File: src/rtl/sdo_pkg.sv
// Shared types and register addresses for the safe digital output controller.
// Assumes a 3-bit register address space.
package sdo_pkg;
    typedef enum logic [1:0] {
        MODE_INIT = 2'd0,   // awaiting first command, safe pattern shown
        MODE_RUN  = 2'd1,   // command word driven
        MODE_TRIP = 2'd2    // heartbeat lost, safe pattern latched
    } mode_t;

    localparam logic [2:0] A_CMD  = 3'd0;
    localparam logic [2:0] A_SAFE = 3'd1;
    localparam logic [2:0] A_TMO  = 3'd2;
    localparam logic [2:0] A_KICK = 3'd3;
    localparam logic [2:0] A_MISM = 3'd4;
    localparam logic [2:0] A_CTRL = 3'd5;
endpackage

File: src/rtl/sdo_regs.sv
// Register file: command word, safe pattern, timeout, read mux and write
// strobes for heartbeat, failsafe release and flag clearing.
// Assumes N >= TW and N >= 2; one access per clock.
module sdo_regs
    import sdo_pkg::*;
#(
    parameter int N        = 32,
    parameter int TW       = 20,
    parameter logic [N-1:0] SAFE_RST = '0
) (
    input  logic          clk,
    input  logic          rst_n,
    input  logic          we,
    input  logic [2:0]    addr,
    input  logic [N-1:0]  wdata,
    input  mode_t         mode,
    input  logic [N-1:0]  sticky,
    output logic [N-1:0]  cmd_q,
    output logic [N-1:0]  safe_q,
    output logic [TW-1:0] tmo_q,
    output logic          cmd_wr,
    output logic          kick,
    output logic          clr_trip,
    output logic [N-1:0]  sclr,
    output logic [N-1:0]  rdata
);
    // Decode of write strobes.
    always_comb begin
        cmd_wr   = we && (addr == A_CMD);
        kick     = we && (addr == A_KICK);
        clr_trip = we && (addr == A_CTRL) && wdata[0];
        sclr     = (we && (addr == A_MISM)) ? wdata : '0;
    end

    // Stored registers; command writes are dropped while tripped.
    always_ff @(posedge clk) begin
        if (!rst_n) begin
            cmd_q  <= '0;
            safe_q <= SAFE_RST;
            tmo_q  <= '0;
        end else begin
            if (cmd_wr && mode != MODE_TRIP) cmd_q <= wdata;
            if (we && addr == A_SAFE)        safe_q <= wdata;
            if (we && addr == A_TMO)         tmo_q <= wdata[TW-1:0];
        end
    end

    // Read mux.
    always_comb begin
        rdata = '0;
        case (addr)
            A_CMD:  rdata = cmd_q;
            A_SAFE: rdata = safe_q;
            A_TMO:  rdata = N'(tmo_q);
            A_MISM: rdata = sticky;
            A_CTRL: rdata = N'({mode == MODE_INIT, mode == MODE_TRIP});
            default: rdata = '0;
        endcase
    end


    cmd_frozen_in_trip_chk: assert property (@(posedge clk) disable iff (!rst_n)
        (mode == MODE_TRIP) |=> $stable(cmd_q));
endmodule

File: src/rtl/sdo_mode.sv
// Operating mode sequencer with heartbeat timer. Leaves INIT on the first
// command write, trips when the timeout elapses without a heartbeat and
// stays tripped until released. Assumes strobes are single-cycle.
module sdo_mode
    import sdo_pkg::*;
#(
    parameter int TW = 20
) (
    input  logic          clk,
    input  logic          rst_n,
    input  logic          cmd_wr,
    input  logic          kick,
    input  logic          clr_trip,
    input  logic [TW-1:0] tmo,
    output mode_t         mode
);
    logic [TW-1:0] cnt_q;

    // Mode transitions and clocks-since-heartbeat counter.
    always_ff @(posedge clk) begin
        if (!rst_n) begin
            mode  <= MODE_INIT;
            cnt_q <= '0;
        end else begin
            case (mode)
                MODE_INIT: begin
                    if (cmd_wr) mode <= MODE_RUN;
                    cnt_q <= '0;
                end
                MODE_RUN: begin
                    if (kick || tmo == '0) begin
                        cnt_q <= '0;
                    end else if (cnt_q >= tmo - TW'(1)) begin
                        mode  <= MODE_TRIP;
                        cnt_q <= '0;
                    end else begin
                        cnt_q <= cnt_q + TW'(1);
                    end
                end
                MODE_TRIP: begin
                    if (clr_trip) mode <= MODE_RUN;
                    cnt_q <= '0;
                end
                default: mode <= MODE_TRIP;
            endcase
        end
    end


    trip_latched_chk: assert property (@(posedge clk) disable iff (!rst_n)
        (mode == MODE_TRIP && !clr_trip) |=> (mode == MODE_TRIP));

    kick_holds_run_chk: assert property (@(posedge clk) disable iff (!rst_n)
        (mode == MODE_RUN && kick) |=> (mode == MODE_RUN));

    zero_tmo_no_trip_chk: assert property (@(posedge clk) disable iff (!rst_n)
        (mode == MODE_RUN && tmo == '0) |=> (mode == MODE_RUN));

    init_never_trips_chk: assert property (@(posedge clk) disable iff (!rst_n)
        (mode == MODE_INIT) |=> (mode != MODE_TRIP));
endmodule

File: src/rtl/sdo_rbchk.sv
// Readback comparator: per-output run counter of disagreeing clocks and a
// sticky flag set when a run reaches DEB. Assumes rb is synchronous to clk.
module sdo_rbchk #(
    parameter int N   = 32,
    parameter int DEB = 8
) (
    input  logic         clk,
    input  logic         rst_n,
    input  logic [N-1:0] drive,
    input  logic [N-1:0] rb,
    input  logic [N-1:0] sclr,
    output logic [N-1:0] sticky
);
    localparam int CW = (DEB > 1) ? $clog2(DEB) : 1;

    logic [N-1:0] diff;
    logic [N-1:0] hit;

    assign diff = drive ^ rb;

    for (genvar i = 0; i < N; i++) begin : g_bit
        logic [CW-1:0] run_q;

        // Count consecutive disagreeing clocks, saturating at DEB-1.
        always_ff @(posedge clk) begin
            if (!rst_n)                      run_q <= '0;
            else if (!diff[i])               run_q <= '0;
            else if (run_q != CW'(DEB - 1))  run_q <= run_q + CW'(1);
        end

        assign hit[i] = diff[i] && (run_q == CW'(DEB - 1));
    end

    // Sticky flags: set wins over a clear in the same cycle.
    always_ff @(posedge clk) begin
        if (!rst_n) sticky <= '0;
        else        sticky <= (sticky & ~sclr) | hit;
    end


    sticky_kept_chk: assert property (@(posedge clk) disable iff (!rst_n)
        1'b1 |=> ((sticky | ~$past(sticky & ~sclr)) == '1));

    set_needs_diff_chk: assert property (@(posedge clk) disable iff (!rst_n)
        1'b1 |=> ((sticky & ~$past(sticky) & ~$past(diff)) == '0));
endmodule

File: src/rtl/safe_dout_ctrl.sv
// Top level: drives the command word or the safe pattern depending on the
// mode, mirrors it to the indicators and checks the field readback.
// Assumes all inputs synchronous to clk.
module safe_dout_ctrl
    import sdo_pkg::*;
#(
    parameter int N   = 32,
    parameter int TW  = 20,
    parameter int DEB = 8,
    parameter logic [N-1:0] SAFE_RST = '0
) (
    input  logic         clk,
    input  logic         rst_n,
    input  logic         bus_we,
    input  logic [2:0]   bus_addr,
    input  logic [N-1:0] bus_wdata,
    output logic [N-1:0] bus_rdata,
    output logic [N-1:0] field_out,
    input  logic [N-1:0] field_rb,
    output logic [N-1:0] led_o,
    output logic [N-1:0] mism_o
);
    mode_t         mode;
    logic [N-1:0]  cmd_q, safe_q, sclr, sticky;
    logic [TW-1:0] tmo_q;
    logic          cmd_wr, kick, clr_trip;

    sdo_regs #(.N(N), .TW(TW), .SAFE_RST(SAFE_RST)) u_regs (
        .clk(clk), .rst_n(rst_n), .we(bus_we), .addr(bus_addr),
        .wdata(bus_wdata), .mode(mode), .sticky(sticky),
        .cmd_q(cmd_q), .safe_q(safe_q), .tmo_q(tmo_q),
        .cmd_wr(cmd_wr), .kick(kick), .clr_trip(clr_trip),
        .sclr(sclr), .rdata(bus_rdata)
    );

    sdo_mode #(.TW(TW)) u_mode (
        .clk(clk), .rst_n(rst_n), .cmd_wr(cmd_wr), .kick(kick),
        .clr_trip(clr_trip), .tmo(tmo_q), .mode(mode)
    );

    // Output select: command only in normal operation.
    always_comb begin
        field_out = (mode == MODE_RUN) ? cmd_q : safe_q;
        led_o     = field_out;
    end

    sdo_rbchk #(.N(N), .DEB(DEB)) u_rbchk (
        .clk(clk), .rst_n(rst_n), .drive(field_out), .rb(field_rb),
        .sclr(sclr), .sticky(sticky)
    );

    assign mism_o = sticky;


    safe_follows_chk: assert property (@(posedge clk) disable iff (!rst_n)
        (mode != MODE_RUN && !cmd_wr && !bus_we) |=> (field_out == $past(safe_q)));
endmodule

File: config.mk
export PLATFORM = sky130hd
export DESIGN_NAME = safe_dout_ctrl
export DESIGN_NICKNAME = d
export VERILOG_FILES = /design/src/rtl/sdo_pkg.sv /design/src/rtl/sdo_regs.sv /design/src/rtl/sdo_mode.sv /design/src/rtl/sdo_rbchk.sv /design/src/rtl/safe_dout_ctrl.sv
export SDC_FILE = /design/constraint.sdc
export NUM_CORES = 1
export LEC_CHECK = 0
export ABC_CLOCK_PERIOD_IN_PS = 5550
export CORE_MARGIN = 4
export CORE_UTILIZATION = 51
export CTS_BUF_LIST = sky130_fd_sc_hd__clkbuf_2 sky130_fd_sc_hd__clkbuf_4 sky130_fd_sc_hd__clkbuf_8
export DETAILED_ROUTE_END_ITERATION = 7
export PLACE_DENSITY = 0.77
export SETUP_SLACK_MARGIN = 0.2
export SLEW_MARGIN = 20
export SYNTH_ARGS = -nofsm -noshare
export SYNTH_HDL_FRONTEND = slang
export SYNTH_SLANG_ARGS = --single-unit
File: constraint.sdc
create_clock -name clk -period 5.55 [get_ports clk]
set_input_delay 0.8325 -clock clk [delete_from_list [all_inputs] [get_ports clk]]
set_output_delay 0.8325 -clock clk [all_outputs]
set_load 0.005 [all_outputs]
### Yosys cells after proc, flatten, opt, wreduce, memory -nomap -nowiden

Index checks and enable logic that the tools add are counted.
W data, S select, Z words.

* register bits: 234
* bits of input ports: 70

* add/subtract/negate cells: 34
* magnitude comparators: 1
* equal/unequal tests: 76
* mux-type cells: 11
* bitwise operators: 4
* reduce and logical (&&, ||, !) cells: 79

Operators by type and width (count)
* $pmux W32 S5: 1
* $eq A3 B3 Y1 const B: 34
* $add A3 B1 Y3 const B: 32
* $ne A3 B3 Y1 const B: 32
* $mux W32: 2
* $reduce_and A2 Y1: 32
* $logic_and A1 B1 Y1: 40
* $mux W20: 2
* $pmux W20 S2: 1
* $and A32 B32 Y32: 1
* $not A32 Y32: 1
* $or A32 B32 Y32: 1
* $xor A32 B32 Y32: 1
* $add A20 B1 Y20 const B: 1
* $ge A20 B20 Y1: 1
* $logic_not A20 Y1: 1
* $sub A20 B1 Y20 const B: 1
* $mux W2: 4
* $ne A2 B2 Y1 const B: 4
* $eq A3 B2 Y1 const B: 2
* $pmux W2 S3: 1
* $reduce_and A4 Y1: 1
* $eq A3 B1 Y1 const B: 1
* $logic_not A3 Y1: 1
* 7 further kinds: 7

### Longest topological paths before layout

* word-level depth: 6
* depth in mapped cells: 15
* depth with buffers taken out: 14

### By module

Synthesis repeated with hierarchy kept, for this count alone.

* cells, all modules: 1403
* area total of the unflattened synthesis: 13256.5 um^2

Modules (own cells, without submodules)
* sdo_rbchk: instances 1, cells an instance 529, area each 5940.7 um^2, sequential area each 2562.5 um^2
* sdo_regs: instances 1, cells an instance 561, area each 4544.4 um^2, sequential area each 1681.6 um^2
* sdo_mode: instances 1, cells an instance 244, area each 1973.1 um^2, sequential area each 440.4 um^2
* safe_dout_ctrl: instances 1, cells an instance 69, area each 798.3 um^2, sequential area each 0.0 um^2

### Worst setup path after synthesis

No wires, ideal clock.

* kind: register -> register
* start point: reg u_regs.tmo_q[4]
* end point: reg u_mode.cnt_q[19]
* setup time: 0.122 ns
* arrival: 3.182 ns
* data required time: 5.428 ns
* path slack: 2.246 ns
* cell stages (with the launch flop): 14
* cell sequence: dfxtp_1 -> nor4_2 -> nor3b_2 -> and2_4 -> nand2_2 -> or4_1 -> xor2_1 -> ha_1 -> nand4_1 -> a2111o_1 -> o211ai_4 -> buf_6 -> nor3_1 -> a221o_1

* word-level cells in the longest chain between the ends: 5
* elaborated cells on any way between the ends: 7

RTL lines
* start, declared: line sdo_regs.sv:20 `output logic [TW-1:0] tmo_q,`
* start signal, assigned: line sdo_regs.sv:44 `if (we && addr == A_TMO) tmo_q <= wdata[TW-1:0];`
* $sub A20 B1 Y20: line sdo_mode.sv:33 `end else if (cnt_q >= tmo - TW'(1)) begin`
* $ge A20 B20 Y1: line sdo_mode.sv:33
* $mux W20: line sdo_mode.sv:33
* $mux W20 *: line sdo_mode.sv:31 `if (kick || tmo == '0) begin`
* $pmux W20 S2 *: line sdo_mode.sv:25 `case (mode)`
* end signal, assigned: line sdo_mode.sv:37 `cnt_q <= cnt_q + TW'(1);`
* end, declared: line sdo_mode.sv:17 `logic [TW-1:0] cnt_q;`

Every way passes the cells marked *; elsewhere a longest branch is shown, timed or not.
A chain may end at the register's enable or synchronous reset.

### Final worst setup path

* start point: in bus_addr[2]
* end point: out bus_rdata[2]

* word-level cells in the longest chain between the ends: 2
* elaborated cells on any way between the ends: 6

RTL lines
* start, declared: line safe_dout_ctrl.sv:15 `input logic [2:0] bus_addr,`
* $eq A3 B3 Y1 (tied with other cells): line sdo_regs.sv:51 `case (addr)`
* $pmux W32 S5 *: line sdo_regs.sv:51
* end, declared: line safe_dout_ctrl.sv:17 `output logic [N-1:0] bus_rdata,`

Marked as above.

==> metrics.md <==
| Metric | Value |
|---|---|
| VDD IR max | 183.0 uV |
| CTS H-Tree Depth | 2 |
| Worst path slowest cell | nor2b_2 |
| Yosys top cell by area | dfxtp_1 |
| Worst setup path class | input pin to output pin |
| Largest net degree at the start of global routing | 112 |
| Num CTS Buffers | 39 |
| #FFs+latches synth | 234 |
| Via count | 10.42k |
| Largest stage delay, worst path | 0.91 ns |
| Crit path buf inv count | 3 |
| IO Pins | 198 |
| # Max-Cap Violations | 0 |
| Diodes inserted | 0 |
| Core region area | 0.02361 mm^2 |
| Mapped Nets | 1,560 |
| Vias in the first global route | 10.28k |
| WL per Instance | 16.09 um |
| Finished Cell Area | 0.01506 mm^2 |
| Gr usage total | 22.66% |
| Min Tclk post-route | 4.391 ns |
| Initial antenna violation count | 1 |
| Setup Skew | 0.02343 ns |
| Post-DRT Antenna Nets | 0 |
| Final core utilization | 63.76% |
| Mapped Area | 0.01231 mm^2 |
| Total grt overflow | 0 |
| Share of layout cells above drive strength 1 | 8.577% |
| Synth top area cells | dfxtp_1, nand2_1, ha_1 |
| WP data required | 4.72 ns |
| Crit end category | output pin |
| Vias/cell | 5.504 |
| Post-DP HPWL | 21,260 um |
| CP Launch Type | input pin |
| DIE WIDTH | 163.3 um |
| Maximum clock rate | 227.7 MHz |
| Initial Util | 52.12% |
| Crit-path cells | clkdlybuf4s50_1 -> buf_4 -> nor2b_1 -> nor2b_2 -> a221o_1 -> clkdlybuf4s50_1 |
| Async SR Flop Fraction | 0% |
| Post-CTS resize count | 0 |
| Power Total | 0.003721 W |
| Post-synthesis cell type count | 59 |
| Leak pwr | 6.173 nW |
| Rel. slew slack | 25.63% |
| CTS Hold Bufs | 0 |
| List of most frequent post-synthesis cells | nand2_1, dfxtp_1, nor2_1 |
| Longest Clk Path Bufs | 3 |
| Setup_tns | 0 ns |
| CTS tree | built |
| Syn Inst Count | 1,403 |
| Initial drt markers | 573 |
| Hold crit path type | flip-flop to flip-flop |
| Final hold violation count | 0 |
| Die Ht | 163.3 um |
| Final setup fails | 0 |
| Status | complete, no violations |
| # port buffers | 197 |
| Root Buffer | clkbuf_8 |
| Post-CTS Setup Inserts | 0 |
| YS warnings | 0 |
| CTS sink count | 234 |
| Most common flop cell mapped by yosys | dfxtp_1 |
| Die Area | 0.02668 mm^2 |
| Crit path arrival time | 3.56 ns |
| Cell with the most instances on the worst path | clkdlybuf4s50_1 |
| Skew-Pair Late Insertion Delay | 0.53 ns |
| Worst-margin pin slew | 1.111 ns |
| Yosys top cell area share | 38.06% |
| DRT Wirelength | 30,460 um |
| RD Place Congestion | 0.8900 |
| P per Cell Area | 247.1 mW/mm^2 |
| Synthesized area per cell | 8.772 um^2 |
| Fin nets | 1,706 |
| First-pass iteration count of the detailed router | 4 |
| Crit path max-delay family | buffers and inverters |
| Number of flops mapped to enable cells by yosys | 0 |
| Layout overhead on the synthesized area | 22.34% |
| Post-synthesis sequential area ratio | 38.06% |
| Post-route clock period utilization | 79.12% |
| RSZ-0062 raised after global routing | false |
| Most common cell in the netlist | nand2_1 |
| Global-route wire length before repair | 50,160 um |
| DRC errors left | 0 |
| Critical path peak fanout | 22 |
| Clock slew at reported path FFs | 0.06 ns |
| Final Max Slew Viols | 0 |
| Core Rows | 56 |
| DP Area | 0.01422 mm^2 |
==> report_power, final <==
group | total, W | switching [W] | leakage, nW | internal (W)
clock network | 0.00160 | 0.000679 | 0.434 | 0.000924
logic | 0.000365 | 0.000193 | 3.84 | 0.000171
registers | 0.00175 | 0.0000314 | 1.90 | 0.00172
==> cells by family after synthesis <==
| logic type | Yosys count | synth area share (%) |
|---|---|---|
| AND/OR/NAND/NOR | 578 | 20.30 |
| flip-flops | 234 | 38.06 |
| AO/OA/AOI/OAI | 194 | 12.37 |
| buffers and inverters | 117 | 5.033 |
| multiplexers | 110 | 9.475 |
| adder cells (fa/ha/maj) | 87 | 8.845 |
| XOR/XNOR | 83 | 5.907 |
==> sequential cells by signal, indices dropped and copies added, names as in the netlist <==
signal               flops
u_rbchk.g_bit.run_q     96
u_rbchk.sticky          32
u_regs.cmd_q            32
u_regs.safe_q           32
u_mode.cnt_q            20
u_regs.tmo_q            20
u_mode.mode              2
==> final timing paths <==
| kind | from | slack [ns] | to | cells past startpoint |
|---|---|---|---|---|
| setup / recovery | bus_addr[2] | 1.16 | bus_rdata[2] | 6 |
| hold / removal | u_rbchk.sticky[15] | 0.48 | u_rbchk.sticky[15] | 2 |
| setup reg to reg | u_regs.tmo_q[4] | 1.48 | u_mode.cnt_q[17] | 12 |
| hold reg to reg | u_rbchk.sticky[15] | 0.48 | u_rbchk.sticky[15] | 2 |
==> worst min-delay path: cells and delay by family, from the launching register on <==
family           cells  cell delay, ns
DFF                  1            0.32
and+or+nand+nor      2            0.12
==> layout by cell type (no fill, tap or decap), types with 4 or more instances in the layout <==
cell type	synthesis	routed
nand4_1	7	7
clkinv_2	0	5
ha_1	87	87
o311ai_0	4	4
a221o_1	20	20
inv_1	11	11
mux2_2	32	32
clkbuf_8	0	46
nor4_1	10	10
a21oi_1	21	21
dfxtp_1	234	234
nor3_1	11	10
a21boi_0	85	85
o31ai_1	8	8
nand2_1	297	297
xor2_1	74	74
clkbuf_4	0	12
xnor2_1	9	9
nand3_1	78	78
nor2_1	135	135
and3_1	5	5
a22o_1	20	20
a21o_1	4	4
and2_1	7	7
mux2i_1	76	76
o21a_1	7	7
buf_4	34	14
clkdlybuf4s50_1	0	196
o21ai_0	9	9
==> final cells by class <==
type	count	area [um^2]
sequential	234	4684
clock buffer	58	723.2
inverter	11	41.29
fill	1982	8557
multi-input combinational	1052	7028
tap	319	399.1
clock inverter	8	92.59
timing repair buffer	211	2087
==> metrics by stage <==
stage / setup slack, ns / hold slack [ns] / instances
after CTS: 1.211 / 0.4803 / 1892
after global routing: 1.051 / 0.5015 / 1893
after detailed placement: 1.235 / 0.4718 / 1826
final: 1.159 / 0.4775 / 1893
after floorplan: 2.246 / 0.4501 / 1403
after global placement: 1.288 / 0.4583 / 1826
==> routing by layer <==
layer	vias to the layer above	part of all wire [%]	track usage [%]
met3	51	7.4	5.223
met1	4965	43	28.75
met4	2	2.0	6.672
li1	5103	-	-
met5	-	0.030	0
met2	298	47	38.60
Power figures use the tool's default switching activity.
